### src/rtl/pm_mode_pkg.sv
package pm_mode_pkg;

  typedef enum logic [3:0] {
    MD_INIT      = 4'd0,
    MD_SELF_ALL  = 4'd1,
    MD_SELF_UV   = 4'd2,
    MD_TEMPCHK   = 4'd3,
    MD_RAMP      = 4'd4,
    MD_ACTIVE    = 4'd5,
    MD_FAULT     = 4'd6,
    MD_SLEEP     = 4'd7,
    MD_LOCKED    = 4'd8,
    MD_SHUTDOWN  = 4'd9
  } pmMode_t;

  // strobes from control to datapath
  typedef struct packed {
    logic tmrClr;   // state changes this edge
    logic seqClr;   // ramp step advances this edge
    logic ecInc;    // warm reset event
    logic ecDec;    // sleep command
    logic ecClr;    // cold reset cause
    logic rstKick;  // reload reset hold
  } pmStrobe_t;

  localparam int EC_W = 3;

endpackage

### src/rtl/pm_mode_dp.sv
module pm_mode_dp
  import pm_mode_pkg::*;
#(
  parameter int EC_LIMIT  = 4,
  parameter int START_TMO = 40,
  parameter int SEQ2_DLY  = 6,
  parameter int SEQ1_DLY  = 5,
  parameter int WAKE_MIN  = 4,
  parameter int RST_HOLD  = 8
) (
  input  logic            clk,
  input  logic            rst_n,
  input  pmStrobe_t       strb,
  input  logic            wake,
  input  logic            ovfRead,
  output logic            tmoHit,
  output logic            seq2Done,
  output logic            seq1Done,
  output logic            wakeOk,
  output logic            ecAtLimit,
  output logic            holdDone,
  output logic [EC_W-1:0] ecCount,
  output logic            ecOvf
);

  localparam int SEQ_MAX = (SEQ2_DLY > SEQ1_DLY) ? SEQ2_DLY : SEQ1_DLY;
  localparam int TMR_W   = $clog2(START_TMO + 1);
  localparam int SEQ_W   = $clog2(SEQ_MAX + 1);
  localparam int WAKE_W  = $clog2(WAKE_MIN + 1);
  localparam int HOLD_W  = $clog2(RST_HOLD + 1);

  logic [TMR_W-1:0]  stateTmr;
  logic [SEQ_W-1:0]  seqTmr;
  logic [WAKE_W-1:0] wakeCnt;
  logic [HOLD_W-1:0] holdCnt;
  logic [EC_W-1:0]   ecCnt;
  logic              ovfFlag;

  assign tmoHit    = (stateTmr == TMR_W'(START_TMO));
  assign seq2Done  = (seqTmr >= SEQ_W'(SEQ2_DLY));
  assign seq1Done  = (seqTmr >= SEQ_W'(SEQ1_DLY));
  assign wakeOk    = (wakeCnt == WAKE_W'(WAKE_MIN));
  assign ecAtLimit = (ecCnt == EC_W'(EC_LIMIT - 1));
  assign holdDone  = (holdCnt == '0);
  assign ecCount   = ecCnt;
  assign ecOvf     = ovfFlag;

  // timers: time in state and time in ramp step, both saturating
  always_ff @(posedge clk or negedge rst_n) begin
    if (!rst_n) begin
      stateTmr <= '0;
      seqTmr   <= '0;
    end else begin
      if (strb.tmrClr)          stateTmr <= '0;
      else if (!tmoHit)         stateTmr <= stateTmr + 1'b1;
      if (strb.tmrClr || strb.seqClr) seqTmr <= '0;
      else if (seqTmr != SEQ_W'(SEQ_MAX)) seqTmr <= seqTmr + 1'b1;
    end
  end

  // wake pulse-width filter
  always_ff @(posedge clk or negedge rst_n) begin
    if (!rst_n)        wakeCnt <= '0;
    else if (!wake)    wakeCnt <= '0;
    else if (!wakeOk)  wakeCnt <= wakeCnt + 1'b1;
  end

  // main reset hold stretch
  always_ff @(posedge clk or negedge rst_n) begin
    if (!rst_n)             holdCnt <= HOLD_W'(RST_HOLD);
    else if (strb.rstKick)  holdCnt <= HOLD_W'(RST_HOLD);
    else if (!holdDone)     holdCnt <= holdCnt - 1'b1;
  end

  // persistent-fault counter and overflow flag
  always_ff @(posedge clk or negedge rst_n) begin
    if (!rst_n) begin
      ecCnt   <= '0;
      ovfFlag <= 1'b0;
    end else if (strb.ecClr) begin
      ecCnt   <= '0;
      ovfFlag <= 1'b0;
    end else if (strb.ecInc) begin
      if (ecAtLimit) begin
        ecCnt   <= '0;
        ovfFlag <= 1'b1;
      end else begin
        ecCnt   <= ecCnt + 1'b1;
        if (ovfRead) ovfFlag <= 1'b0;
      end
    end else begin
      if (strb.ecDec && ecCnt != '0) ecCnt <= ecCnt - 1'b1;
      if (ovfRead) ovfFlag <= 1'b0;
    end
  end

  AST_EC_BOUND: assert property (@(posedge clk) disable iff (!rst_n)
    ecCnt < EC_W'(EC_LIMIT));
  AST_OVF_CLEAR: assert property (@(posedge clk) disable iff (!rst_n)
    ovfRead && !strb.ecInc |=> !ovfFlag);
  AST_HOLD_AFTER_KICK: assert property (@(posedge clk) disable iff (!rst_n)
    strb.rstKick |=> !holdDone);

endmodule

### src/rtl/pm_mode_ctrl.sv
module pm_mode_ctrl
  import pm_mode_pkg::*;
#(
  parameter int NRAIL = 6
) (
  input  logic             clk,
  input  logic             rst_n,
  input  logic             coldReq,
  input  logic             cfgOk,
  input  logic             vregUvSelf,
  input  logic [NRAIL-1:0] ovFlags,
  input  logic [NRAIL-1:0] uvFlags,
  input  logic             gndLoss,
  input  logic             overTemp,
  input  logic             vtLow,
  input  logic             vtHigh,
  input  logic             rail1Ok,
  input  logic             wake,
  input  logic             wdViol,
  input  logic             cmdSleep,
  input  logic             cmdLock,
  input  logic             tmoHit,
  input  logic             seq2Done,
  input  logic             seq1Done,
  input  logic             wakeOk,
  input  logic             ecAtLimit,
  input  logic             holdDone,
  output pmStrobe_t        strb,
  output pmMode_t          state,
  output logic             rail1En,
  output logic             rail2En,
  output logic             boostEn,
  output logic             rail3En,
  output logic             resetN
);

  pmMode_t    nxt;
  logic [1:0] step, nStep;
  logic       faultHard, faultAct, stuckTmo, wdEvt;

  assign faultHard = (|ovFlags) | gndLoss | overTemp;
  assign faultAct  = faultHard | (|uvFlags);
  assign stuckTmo  = tmoHit && !wake;

  always_comb begin
    nxt   = state;
    nStep = step;
    wdEvt = 1'b0;
    strb  = '0;
    unique case (state)
      MD_SHUTDOWN: nxt = MD_INIT;
      MD_INIT:     if (cfgOk && vregUvSelf) nxt = MD_SELF_ALL;
      MD_SELF_ALL: begin
        if ((&ovFlags) && (&uvFlags)) nxt = MD_SELF_UV;
        else if (stuckTmo)            nxt = MD_SLEEP;
      end
      MD_SELF_UV: begin
        if (!(|ovFlags) && !overTemp) nxt = MD_TEMPCHK;
        else if (stuckTmo)            nxt = MD_SLEEP;
      end
      MD_TEMPCHK: begin
        if (faultHard) begin
          strb.ecInc = 1'b1;
          nxt = ecAtLimit ? MD_SLEEP : MD_FAULT;
        end else if (!vtLow && !vtHigh) nxt = MD_RAMP;
        else if (stuckTmo)              nxt = MD_SLEEP;
      end
      MD_RAMP: begin
        if (faultHard) begin
          strb.ecInc = 1'b1;
          nxt = ecAtLimit ? MD_SLEEP : MD_FAULT;
        end else if (vtHigh)   nxt = MD_SELF_ALL;
        else if (stuckTmo)     nxt = MD_SLEEP;
        else if (step == 2'd0) begin
          if (seq2Done && rail1Ok) begin nStep = 2'd1; strb.seqClr = 1'b1; end
        end else if (step == 2'd1) begin
          if (seq1Done) begin nStep = 2'd2; strb.seqClr = 1'b1; end
        end else nxt = MD_ACTIVE;
      end
      MD_ACTIVE: begin
        if (faultAct) begin
          strb.ecInc = 1'b1;
          nxt = ecAtLimit ? MD_SLEEP : MD_FAULT;
        end else if (cmdLock)  nxt = MD_LOCKED;
        else if (cmdSleep) begin
          strb.ecDec = 1'b1;
          nxt = MD_SLEEP;
        end else if (vtLow)    nxt = MD_SELF_ALL;
        else if (wdViol) begin
          wdEvt = 1'b1;
          strb.ecInc = 1'b1;
          if (ecAtLimit) nxt = MD_SLEEP;
        end
      end
      MD_FAULT:  if (!faultHard) nxt = MD_SELF_ALL;
      MD_SLEEP:  if (wakeOk)     nxt = MD_SELF_ALL;
      MD_LOCKED: nxt = MD_LOCKED;
      default:   nxt = MD_SHUTDOWN;
    endcase
    if (coldReq) begin
      nxt        = MD_SHUTDOWN;
      strb.ecInc = 1'b0;
      strb.ecDec = 1'b0;
      strb.ecClr = 1'b1;
      wdEvt      = 1'b0;
    end
    if (nxt != state) nStep = 2'd0;
    strb.tmrClr  = (nxt != state);
    strb.rstKick = (state != MD_ACTIVE) || wdEvt;
  end

  always_ff @(posedge clk or negedge rst_n) begin
    if (!rst_n) begin
      state <= MD_INIT;
      step  <= 2'd0;
    end else begin
      state <= nxt;
      step  <= nStep;
    end
  end

  assign rail1En = (state == MD_RAMP) || (state == MD_ACTIVE);
  assign rail2En = (state == MD_ACTIVE) || ((state == MD_RAMP) && step != 2'd0);
  assign boostEn = rail2En;
  assign rail3En = (state == MD_ACTIVE) || ((state == MD_RAMP) && step == 2'd2);
  assign resetN  = (state == MD_ACTIVE) && holdDone;

  AST_LOCK_STICKY: assert property (@(posedge clk) disable iff (!rst_n)
    (state == MD_LOCKED) && !coldReq |=> state == MD_LOCKED);
  AST_COLD_SHUTDOWN: assert property (@(posedge clk) disable iff (!rst_n)
    coldReq |=> state == MD_SHUTDOWN);
  AST_ACTIVE_FROM_RAMP: assert property (@(posedge clk) disable iff (!rst_n)
    $rose(state == MD_ACTIVE) |-> $past(state) == MD_RAMP);
  AST_RAIL3_AFTER_RAIL2: assert property (@(posedge clk) disable iff (!rst_n)
    $rose(rail3En) && (state == MD_RAMP) |-> $past(rail2En));

endmodule

### src/rtl/pm_mode_top.sv
module pm_mode_top
  import pm_mode_pkg::*;
#(
  parameter int NRAIL     = 6,
  parameter int EC_LIMIT  = 4,
  parameter int START_TMO = 40,
  parameter int SEQ2_DLY  = 6,
  parameter int SEQ1_DLY  = 5,
  parameter int WAKE_MIN  = 4,
  parameter int RST_HOLD  = 8
) (
  input  logic             clk,
  input  logic             rst_n,
  input  logic             porReq,
  input  logic             thermShut,
  input  logic             lpClkLost,
  input  logic             cfgOk,
  input  logic             vregUvSelf,
  input  logic [NRAIL-1:0] ovFlags,
  input  logic [NRAIL-1:0] uvFlags,
  input  logic             gndLoss,
  input  logic             overTemp,
  input  logic             vtLow,
  input  logic             vtHigh,
  input  logic             rail1Ok,
  input  logic             wake,
  input  logic             wdViol,
  input  logic             cmdSleep,
  input  logic             cmdLock,
  input  logic             ovfRead,
  output logic [3:0]       mode,
  output logic             rail1En,
  output logic             rail2En,
  output logic             boostEn,
  output logic             rail3En,
  output logic             resetN,
  output logic [2:0]       ecCount,
  output logic             ecOvf
);

  pmStrobe_t strb;
  pmMode_t   state;
  logic tmoHit, seq2Done, seq1Done, wakeOk, ecAtLimit, holdDone;

  pm_mode_ctrl #(.NRAIL(NRAIL)) i_ctrl (
    .clk(clk), .rst_n(rst_n), .coldReq(porReq | thermShut | lpClkLost),
    .cfgOk(cfgOk), .vregUvSelf(vregUvSelf), .ovFlags(ovFlags), .uvFlags(uvFlags),
    .gndLoss(gndLoss), .overTemp(overTemp), .vtLow(vtLow), .vtHigh(vtHigh),
    .rail1Ok(rail1Ok), .wake(wake), .wdViol(wdViol), .cmdSleep(cmdSleep),
    .cmdLock(cmdLock), .tmoHit(tmoHit), .seq2Done(seq2Done), .seq1Done(seq1Done),
    .wakeOk(wakeOk), .ecAtLimit(ecAtLimit), .holdDone(holdDone), .strb(strb),
    .state(state), .rail1En(rail1En), .rail2En(rail2En), .boostEn(boostEn),
    .rail3En(rail3En), .resetN(resetN)
  );

  pm_mode_dp #(
    .EC_LIMIT(EC_LIMIT), .START_TMO(START_TMO), .SEQ2_DLY(SEQ2_DLY),
    .SEQ1_DLY(SEQ1_DLY), .WAKE_MIN(WAKE_MIN), .RST_HOLD(RST_HOLD)
  ) i_dp (
    .clk(clk), .rst_n(rst_n), .strb(strb), .wake(wake), .ovfRead(ovfRead),
    .tmoHit(tmoHit), .seq2Done(seq2Done), .seq1Done(seq1Done), .wakeOk(wakeOk),
    .ecAtLimit(ecAtLimit), .holdDone(holdDone), .ecCount(ecCount), .ecOvf(ecOvf)
  );

  assign mode = state;

endmodule

### config.mk
export PLATFORM = sky130hd
export DESIGN_NAME = pm_mode_top
export DESIGN_NICKNAME = d
export VERILOG_FILES = /design/src/rtl/pm_mode_pkg.sv /design/src/rtl/pm_mode_dp.sv /design/src/rtl/pm_mode_ctrl.sv /design/src/rtl/pm_mode_top.sv
export SDC_FILE = /design/constraint.sdc
export NUM_CORES = 1
export LEC_CHECK = 0
export BUFFER_PORTS_ARGS = -buffer_cell sky130_fd_sc_hd__buf_2
export CAP_MARGIN = 20
export CELL_PAD_IN_SITES_DETAIL_PLACEMENT = 1
export CELL_PAD_IN_SITES_GLOBAL_PLACEMENT = 1
export CORE_ASPECT_RATIO = 0.6
export CORE_MARGIN = 2
export CORE_UTILIZATION = 46
export CTS_BUF_LIST = sky130_fd_sc_hd__clkbuf_8
export CTS_CLUSTER_DIAMETER = 150
export DETAILED_ROUTE_END_ITERATION = 6
export PLACE_DENSITY_LB_ADDON = 0.1
export SLEW_MARGIN = 20
export SYNTH_ARGS = -nofsm -noshare
export SYNTH_HDL_FRONTEND = slang
export SYNTH_HIERARCHICAL = 1
export SYNTH_SLANG_ARGS = --single-unit
export TNS_END_PERCENT = 5
### constraint.sdc
create_clock -name clk -period 6.3 [get_ports clk]
set_input_delay 0.945 -clock clk [delete_from_list [all_inputs] [get_ports clk]]
set_output_delay 0.945 -clock clk [all_outputs]
set_load 0.01 [all_outputs]
### Yosys cells after proc, flatten, opt, wreduce, memory -nomap -nowiden

Index checks and enable logic that the tools add are counted.

* bits of input ports: 29
* register bits: 26
* output and inout bits: 13

* bitwise gates (word level): 5
* eq/ne operators: 24
* $add $sub $neg: 6
* mux-type cells: 70
* reduce and logical (&&, ||, !) cells: 36
* magnitude comparators: 2

Operator list (number)
* $mux 4: 22
* $pmux 4 s10: 1
* $mux 3: 9
* $mux 1: 25
* $mux 2: 10
* $eq 4x3->1 const B: 4
* $mux 6: 2
* $reduce_and 6->1: 2
* $reduce_bool 3->1: 4
* $reduce_or 6->1: 2
* $logic_and 1x1->1: 10
* $add 3x1->3 const B: 3
* $eq 4x2->1 const B: 2
* $eq 4x4->1 const B: 2
* $logic_not 4->1: 2
* $ne 2x1->1 const B: 4
* $reduce_and 7->1: 1
* $add 6x1->6 const B: 1
* $eq 6x6->1 const B: 1
* $ge 3x3->1 const B: 2
* $reduce_bool 2->1: 3
* $logic_not 1->1: 5
* $logic_or 1x1->1: 5
* $or 1x1->1: 5
* 15 further kinds: 16

### Depth between registers and ports, before layout

Gate-level depths: netlist (run 1).

* depth in word-level cells: 12
* gate-level depth with buffers: 14
* gate-level depth less buffers: 13

### Cells and area by module

The synthesis (run 1) kept the hierarchy.

Modules (own cells, without submodules)
* pm_mode_dp: area an instance 1141.1 um^2, times used 1, cells an instance 114
* pm_mode_ctrl: area an instance 897.1 um^2, times used 1, cells an instance 124
* pm_mode_top: area an instance 6.3 um^2, times used 1, cells an instance 1

### Least setup slack after synthesis (run 1)

OpenSTA, ideal clock, no wires.

* path kind: in2reg
* start: input port thermShut
* end: register i_dp.stateTmr[5]
* path buffers: 2
* arrival time: 3.318 ns
* required time: 6.222 ns
* slack: 2.904 ns
* stages on the path: 12
* cell sequence: or3_1 -> clkbuf_1 -> or3_1 -> a211oi_1 -> o21ai_0 -> nand4_1 -> xnor2_1 -> o211ai_1 -> or2_1 -> clkbuf_1 -> nor4_1 -> o21bai_1

RTL lines
* start, declared: RTL line pm_mode_top.sv:15 `input logic thermShut,`
* end signal, assigned: RTL line pm_mode_dp.sv:55 `else if (!tmoHit) stateTmr <= stateTmr + 1'b1;`
* end, declared: RTL line pm_mode_dp.sv:32 `logic [TMR_W-1:0] stateTmr;`

==> run metrics, run 1 <==
status finished, final reports clean; hpwl dp 4560 µm; clock transition at the registers of the reported paths 100 ps; WP data required 6450 ps; Int Power 0.3195 mW; CTS root buf clkbuf_8; Die Width 90.07 µm; reg2reg setup slack 2990 ps; final worst path period share between 50 and 60%; Worst Hold Class reg2reg; Via density between 5 and 6; initial antenna violation count 0; prevailing post-synth register cell dfrtp_1; final setup vio count 0; biggest area consumer among synthesized cells dfrtp_1; Slew headroom 50.63%; total grt overflow 0; via count ~2000; Pwr Density 196.8 nW/µm²; DR WL/cell 17.68 µm; WP data arrival 3680 ps; Max-cap violations 0; Num CTS Buffers 3; Cell Area, Synth 2044 µm²; Post-Syn Area per Cell 8.554 µm²; CP top delay family simple AND/OR/NAND/NOR gates; Worst-Skew Late Latency 280 ps; Max Buffers Root-to-Sink 2; share of cells above drive strength 1 21.45%; GRT Total Usage roughly a quarter; fillers 520; Post-Route WL approximately 5900 µm; post-synthesis register bit count 26; sequential area share after synthesis approximately a third; final setup TNS 0 ps; Crit Path Category in2reg; FF-to-FF Start i_dp/stateTmr[0]; Hold WS 535.1 ps; ANT nets after route 0; peak supply drop between 0.0001 and 0.00015 V; DRT Pass-1 Iters 4; Synth cell types 59; Hold Path Depth 1; leakage 0.9953 nW; Buf+Inv Stages, Crit Path 1; Max Slew Vio Count 0; combinational share of power 22.4%; Hold Vio Cnt, Final 0; number of diodes 0; Yosys Warn Count 6; CP peak stage delay 580 ps; Post CTS Setup Buffer Count 0; io pins 42; Final #Nets 317; Hold Path End i_dp/wakeCnt[2]; row count 18; Layout area overhead 14.63%; crit-path cells buf_2 > or3_1 > or3_1 > a211oi_1 > o21ai_0 > nand4_1 > xnor2_1 > o211ai_1 > or2_1 > a2111oi_0; maximum fanout along the worst path 14; Clock Power Share 30.5%; Die Y 55.64 µm; detailed router's first-iteration violation count around 120; hold path startpoint i_dp/wakeCnt[2]; Setup Skew 9.843 ps; number of synthesized flops with an enable pin 0; clock sinks 26; synth cell count leaders 25 x dfrtp_1, 24 x nor2_1, 18 x inv_1; crit path time final approximately 3500 ps; NetSw 0.1416 mW; Sw Ratio a little under a third; Reg2Reg Depth 12; CTS resizes 0; H-tree depth 1; RSZ-0062 raised after global routing false; TritonCTS clock tree done; vias in the first global route around 2000; startpoint types primary input; initial core utilization 48.81%; worst-margin pin slew 740.6 ps; Post-CTS Hold Buffers 0; Mapped Cells 239; CP endpoint kind register; die footprint 5011 µm²; slowest CP cell or3_1; FFs w/ async S/R, synth 100.0%; top cells by area, synth dfrtp_1 31%, ha_1 7.3%, nor2_1 4.4%; Port-buffer cells around 40; RD Place Congestion 0.8774; largest net degree at the start of global routing 27; Max Fclk 283.1 MHz; overall power about 0.46 mW; syn nets between 200 and 300; DRC Markers 0; top cell type's share of synthesized area 30.60%; Core Area between 4000 and 5000 µm²; first-pass GRT wire length 10090 µm; reg2reg end i_dp/seqTmr[1]; count leader, synth dfrtp_1; Seq pwr share 47.1%; CP most frequent cell or3_1
[per-layer routing]
layer	part of all wire, %	up-vias	track usage [%]
met5	0	-	0
met4	0.27	0	3.077
met3	6.0	2	5.285
met2	44	61	38.45
met1	49	1002	36.93
li1	-	942	-
[sequential cells by signal, summed over array words and instances, names as in the netlist]
name           cells
i_dp/wakeCnt       3
i_dp/ecCount       3
i_dp/holdCnt       4
i_ctrl/state       4
i_ctrl/step        2
i_dp/ecOvf         1
i_dp/seqTmr        3
i_dp/stateTmr      6
[how the worst max path moves through the flow]
stage	from	to	slack, ps	cells after the start
final	thermShut	i_dp/seqTmr[1]	2770	10
after global routing	thermShut	i_dp/seqTmr[1]	2500	10
after CTS	thermShut	i_dp/seqTmr[1]	2770	10
after detailed placement	thermShut	i_dp/seqTmr[1]	2520	10
after global placement	thermShut	i_dp/stateTmr[5]	2690	11
after floorplan	thermShut	i_dp/stateTmr[5]	2900	12
[per-stage QoR]
step | cell area (µm²) | utilization [%] | std cells | setup WS, ps
6_report | 2344 | 55.94 | 335 | 2767
5_1_grt | 2344 | 55.94 | 335 | 2499
4_1_cts | 2344 | 55.94 | 335 | 2767
3_5_place_dp | 2272 | 54.24 | 331 | 2522
3_3_place_gp | 2272 | 54.24 | 331 | 2689
2_1_floorplan | 2044 | - | 239 | 2904
[logic make-up (layout without fill, tap and decap cells)]
group | count (synthesis) | after routing | synth area share [%]
xor+xnor | 9 | 9 | 3.856
mux | 2 | 2 | 1.040
compound gates | 56 | 56 | 19.34
buf+inv | 27 | 63 | 5.874
simple gates | 107 | 107 | 30.66
flops | 26 | 26 | 31.89
fa+ha+maj | 12 | 12 | 7.344
[area by class of cell]
| class | count | area (µm²) | share of cell area, % |
|---|---|---|---|
| Multi-Input combinational cell | 186 | 1272 | 54.30 |
| Sequential cell | 26 | 651.9 | 27.82 |
| Timing Repair Buffer | 41 | 205.2 | 8.756 |
| Tap cell | 60 | 75.07 | 3.203 |
| Inverter | 18 | 67.56 | 2.883 |
| Clock buffer | 3 | 41.29 | 1.762 |
| Clock inverter | 1 | 30.03 | 1.281 |
[power by group through the flow]
stage	logic, mW	clock network (mW)	registers, mW
after floorplan	0.0703	0	0.211
after global placement	0.0962	0	0.219
after detailed placement	0.103	0	0.220
after CTS	0.105	0.143	0.218
after global routing	0.121	0.151	0.222
final	0.103	0.141	0.217
[worst register-to-register path, stage by stage, from the launching register on]
cell and delay, ps:
dfrtp_1 410, inv_1 100, ha_1 140, nand4b_1 80, nor2_1 340, nor2b_1 410
o41ai_1 110, a211oi_1 320, a31oi_1 100, nand4_1 190, xnor2_1 140, or2_1 390
a2111oi_0 430
[layout by cell type, fill, tap and decap left out, types with 2 or more instances in the layout]
cell type,instances
a2111oi_0,3
a211oi_1,6
a21boi_0,2
a21o_1,2
a21oi_1,5
a31oi_1,7
and2_1,4
buf_2,41
clkbuf_8,3
dfrtp_1,25
ha_1,12
inv_1,18
nand2_1,15
nand2b_1,6
nand3_1,7
nand3b_1,3
nand4_1,5
nor2_1,24
nor2b_1,7
nor3_1,10
nor3b_1,2
nor4_1,4
nor4_2,3
o211ai_1,3
o21a_1,2
o21ai_0,11
o31a_1,2
or2_1,2
or3_1,3
or4_1,2
or4b_2,2
xnor2_1,7
xor2_1,2
Note: power is estimated with default switching activity, not from simulation.
==> run 2, diff against run 1 <==
- CORE_UTILIZATION: 46 -> 38
- clock period: 6.3 -> 3.1 ns (I/O delays scaled with it)
==> run 2 against run 1 <==
Compared with the run above: hold slack lost 340 ps; total power grew 110%; combinational power grew 130%; largest power group unchanged; first-iteration DRC count fell by 21%; routed wire length up 1.2%.
==> run metrics, run 2 (same netlist as run 1, synthesis figures left out) <==
number of diodes 0; NetSw slightly below 0.3 mW; clock sinks 26; commonest non-fill, non-tap cells in the layout 41 x buf_2, 25 x dfrtp_1, 24 x nor2_1; RSZ-0062 raised after global routing false; Buf+Inv Stages, Crit Path 1; status finished, final reports clean; total grt overflow 0; worst-margin pin slew 667.6 ps; Max Slew Vio Count 0; Slew headroom between 50% and 60%; DR WL/cell 16.66 µm; Die Width about 99 µm; WP data required 3300 ps; ANT nets after route 0; H-tree depth 1; TritonCTS clock tree done; row count 20; startpoint types register; first-pass GRT wire length 10040 µm; maximum fanout along the worst path 9; Core Area about 5100 µm²; fillers 644; Design Area, Final 2500 µm²; DRT Pass-1 Iters 4; final core utilization between 40% and 50%; initial antenna violation count 0; Pwr Density 383.3 nW/µm²; Max-cap violations 0; Die Y 60.82 µm; via count 1994; CP peak stage delay around 420 ps; largest registers i_dp/stateTmr (6), i_ctrl/state (4), i_dp/holdCnt (4); Hold Vio Cnt, Final 0; RD Place Congestion 0.8515; combinational share of power 24.3%; final setup vio count 0; crit path time final 2859 ps; die footprint about 6000 µm²; Sw Ratio a little under a third; Num CTS Buffers 3; Port-buffer cells 41; CTS root buf clkbuf_8; DRC Markers 0; peak supply drop 0.0002131 V; io pins 42; Worst Hold Class in2async; Max Fclk 349.8 MHz; Worst-Skew Late Latency 280 ps; hpwl dp around 4900 µm; slowest CP cell dfrtp_1; detailed router's first-iteration violation count 91; final setup TNS 0 ps; share of cells above drive strength 1 27.21%; most flop-heavy register i_dp/stateTmr; Hold WS 190.3 ps; CP top delay family simple AND/OR/NAND/NOR gates; largest net degree at the start of global routing 27; final worst path period share 92.23%; initial core utilization 39.85%; Post CTS Setup Buffer Count 0; Final #Nets 336; vias in the first global route 1977; Clock Power Share 30.0%; Post-Route WL 5997 µm; dpl cell area 2422 µm²; Via density roughly 5.5; Int Power 0.6649 mW; most common cell after layout, fill and taps aside buf_2; clock transition at the registers of the reported paths 100 ps; Max Buffers Root-to-Sink 2; crit-path cells inv_1 > ha_1 > nand4b_1 > nor2_1 > nor2b_2 > o41ai_1 > a211oi_1 > a31oi_1 > nand4_1 > xnor2_1 > or2_4 > nor4_1 > o21bai_1; Crit Path Category reg2reg; leakage 1.092 nW; Largest register FFs 6; Layout area overhead 22.28%; Setup Skew 10.80 ps; Seq pwr share 45.6%; GRT Total Usage 21.42%; CP endpoint kind register; WP data arrival 3060 ps
run 2: cell types whose count changed in the layout (fill, tap and decap cells not counted):
cell	previous run	this run
buf_4	0	19
o21ai_0	11	10
a2111oi_0	3	2
nor2b_1	7	6
or2_1	2	1
a2111oi_1	0	1
nor2b_2	0	1
or2_4	0	1
o21ai_1	1	2
run 2: path summary, 6_finish.rpt:
kind                                       start                to  slack (ps)  cells after the start
worst max-delay path            i_dp/stateTmr[0]  i_dp/stateTmr[5]         240                     13
worst min-delay path                       rst_n    i_dp/seqTmr[1]         190                      1
worst max register to register  i_dp/stateTmr[0]  i_dp/stateTmr[5]         240                     13
worst min register to register   i_dp/wakeCnt[2]   i_dp/wakeCnt[2]         520                      1
max in group asynchronous                  rst_n  i_dp/stateTmr[5]        2510                      1
min in group clk                         ovfRead        i_dp/ecOvf         480                      4
run 2: cell type report:
cell class / count / area [µm²] / share of cell area [%]
multi-input combinational: 186 / 1279 / 51.15
inverter: 18 / 67.56 / 2.703
clock inverter: 1 / 30.03 / 1.201
clock buffer: 3 / 41.29 / 1.652
tap: 66 / 82.58 / 3.303
sequential: 26 / 651.9 / 26.08
timing repair buffer: 60 / 347.8 / 13.91
run 2: power by group through the flow:
stage	Clock [mW]	Combinational, mW	Sequential, mW
floorplan	0	0.143	0.430
global placement	0	0.215	0.442
detailed placement	0	0.223	0.444
CTS	0.296	0.231	0.437
global route	0.308	0.268	0.447
finish	0.288	0.233	0.437
run 2: layer usage:
layer	share of wire [%]	wire [µm]	up-vias	GRT usage, %
li1	-	-	981	-
met4	0	0	0	3.131
met1	54	3213	964	33.52
met2	42	2491	49	31.68
met3	4.9	292	0	3.456
met5	0	0	-	0
run 2: what timing repair did:
item | CTS | global route
gates resized for setup | 0 | 4
setup endpoints to repair | 0 | 9
hold buffers | 0 | 0
run 2: stage by stage:
stage          power, mW  cells  setup slack [ps]
6_report          0.9583    360             240.9
3_3_place_gp      0.6575    356             139.3
5_1_grt            1.023    360             30.19
4_1_cts           0.9640    360             171.8
3_5_place_dp      0.6666    356             153.8
2_1_floorplan     0.5723    239             184.1
==> run 3, diff against run 2 <==
- BUFFER_PORTS_ARGS: -buffer_cell sky130_fd_sc_hd__buf_2 -> unset
- CORE_UTILIZATION: 38 -> 44
- CTS_CLUSTER_DIAMETER: 150 -> 30
- DONT_BUFFER_PORTS: unset -> 1
==> run 3 against run 2 <==
Compared with the run above: sequential share of layout area rose by 2.1 points; critical path depth shrank 5; maximum frequency down 1.9%; clock-buffer cell count stayed put; combinational power down 7%; final area decreased by 7.4%; register-to-register slack got worse by 60 ps; largest cell class unchanged; highest routed layer is now met4.
==> run metrics, run 3 (same netlist as run 1, synthesis figures left out) <==
slowest CP cell or4b_2; FF-to-FF Start i_ctrl/state[2]; largest net degree at the start of global routing 26; crit path time final roughly 2900 ps; Seq pwr share 46.8%; ANT nets after route 0; CTS root buf clkbuf_8; total grt overflow 0; Clock Power Share between 30% and 40%; row count 19; Core Area 4517 µm²; commonest non-fill, non-tap cells in the layout 25 x dfrtp_1, 24 x nor2_1, 18 x inv_1; Largest register FFs 6; crit path to i_dp/stateTmr[0]; Buf+Inv Stages, Crit Path 1; final worst path period share between 90 and 100%; clock transition at the registers of the reported paths ~100 ps; Via density 6.010; Design Area, Final 2315 µm²; WP data arrival slightly above 3000 ps; TritonCTS clock tree done; DRC Markers 0; Port-buffer cells 0; Crit Path Category reg2reg; Worst Hold Class in2reg; Max Fclk 343.1 MHz; most common cell after layout, fill and taps aside dfrtp_1; startpoint types register; peak supply drop ~0.00019 V; largest registers i_dp/stateTmr (6), i_ctrl/state (4), i_dp/holdCnt (4); CP endpoint kind register; first-pass GRT wire length 9936 µm; reg2reg setup slack 190 ps; Hold Vio Cnt, Final 0; crit-path cells buf_12 > or4b_2 > o32ai_1 > o21ai_0 > o211ai_1 > or2_4 > nor2_1 > mux2_2; Hold WS 324.6 ps; DR WL/cell 18.92 µm; Sw Ratio ~30%; die footprint 5226 µm²; Levels on crit path 8; io pins 42; Pwr Density 405.4 nW/µm²; Final #Nets 291; H-tree depth 1; combinational share of power 23.0%; Worst-Skew Late Latency 280 ps; Max-cap violations 0; RSZ-0062 raised after global routing false; worst-margin pin slew 782.1 ps; vias in the first global route roughly 1900; status finished, final reports clean; initial antenna violation count 1; DRT Pass-1 Iters 4; Max Slew Vio Count 0; CP peak stage delay 710 ps; Layout area overhead 13.22%; Num CTS Buffers 3; NetSw 0.2827 mW; CP top delay family simple AND/OR/NAND/NOR gates; Int Power 0.6555 mW; Post-Route WL 5921 µm; clock sinks 26; maximum fanout along the worst path 14; WP data required 3270 ps; final setup vio count 0; Max Buffers Root-to-Sink 2; Slew headroom between 40% and 50%; reg2reg end i_dp/stateTmr[0]; initial core utilization a little under half; CP Launch Point i_ctrl/state[2]; Reg2Reg Depth 8; final core utilization 51.25%; GRT Total Usage around 24%; overall power between 0.9 and 1 mW; detailed router's first-iteration violation count 137; via count between 1500 and 2000; Setup Skew 9.884 ps; Post CTS Setup Buffer Count 0; most flop-heavy register i_dp/stateTmr; Die Y 56.80 µm; hpwl dp 4513 µm; Die Width 92 µm; dpl cell area 2173 µm²; leakage 0.9030 nW; fillers 535; RD Place Congestion between 0.8 and 0.9; share of cells above drive strength 1 between 10% and 20%
-- run 3: changes by cell type in the layout (fill, tap and decap cells not counted), moves of 2 or more --
cell	previous run	this run
buf_2	41	0
buf_4	19	11
a2111oi_2	0	2
buf_12	0	2
dlygate4sd3_1	0	2
-- run 3: stage by stage --
step	setup WS, ps	std cells	TNS (ps)
2_1_floorplan	184.1	239	0
6_report	185.5	313	0
3_5_place_dp	-96.32	305	-96.32
4_1_cts	21.30	311	0
5_1_grt	22.98	313	0
3_3_place_gp	44.96	305	0
-- run 3: layer usage --
layer  wire [µm]  share of wire [%]  vias to the layer above  global-route usage, %
met5           0                  0                        -                      0
met4          47               0.79                        0                  4.904
met3         298                5.0                        4                  4.295
met2        2606                 44                       42                  36.45
met1        2968                 50                      944                  37.11
li1            -                  -                      891                      -
-- run 3: how the worst min path moves through the flow --
stage / endpoint / start / slack (ps) / depth (start not counted)
floorplan: i_ctrl/state[0] / rst_n / 170 / 0
global placement: i_dp/wakeCnt[2] / rst_n / 170 / 0
detailed placement: i_dp/wakeCnt[0] / rst_n / 170 / 0
CTS: i_dp/holdCnt[3] / rst_n / 9 / 0
global route: i_dp/wakeCnt[1] / wake / 330 / 1
finish: i_dp/wakeCnt[0] / wake / 320 / 1
-- run 3: layout make-up --
type / instances / area (µm²) / share of cell area, %
Antenna cell: 1 / 2.502 / 0.1081
Clock buffer: 3 / 41.29 / 1.784
Clock inverter: 1 / 30.03 / 1.297
Inverter: 18 / 67.56 / 2.919
Multi-Input combinational cell: 186 / 1300 / 56.16
Sequential cell: 26 / 651.9 / 28.16
Tap cell: 63 / 78.83 / 3.405
Timing Repair Buffer: 15 / 142.6 / 6.162
-- run 3: what timing repair did --
item | 4_1_cts | 5_1_grt
setup endpoints to repair | 1 | 5
hold buffers | 2 | 1
endpoints found under the hold margin | 25 | 1
gates resized for setup | 4 | 4
-- run 3: power groups by stage --
stage | Sequential (mW) | Combinational [mW] | Clock, mW
detailed placement | 0.444 | 0.185 | 0
global placement | 0.437 | 0.172 | 0
floorplan | 0.430 | 0.143 | 0
CTS | 0.437 | 0.198 | 0.291
finish | 0.439 | 0.216 | 0.284
global route | 0.450 | 0.248 | 0.306
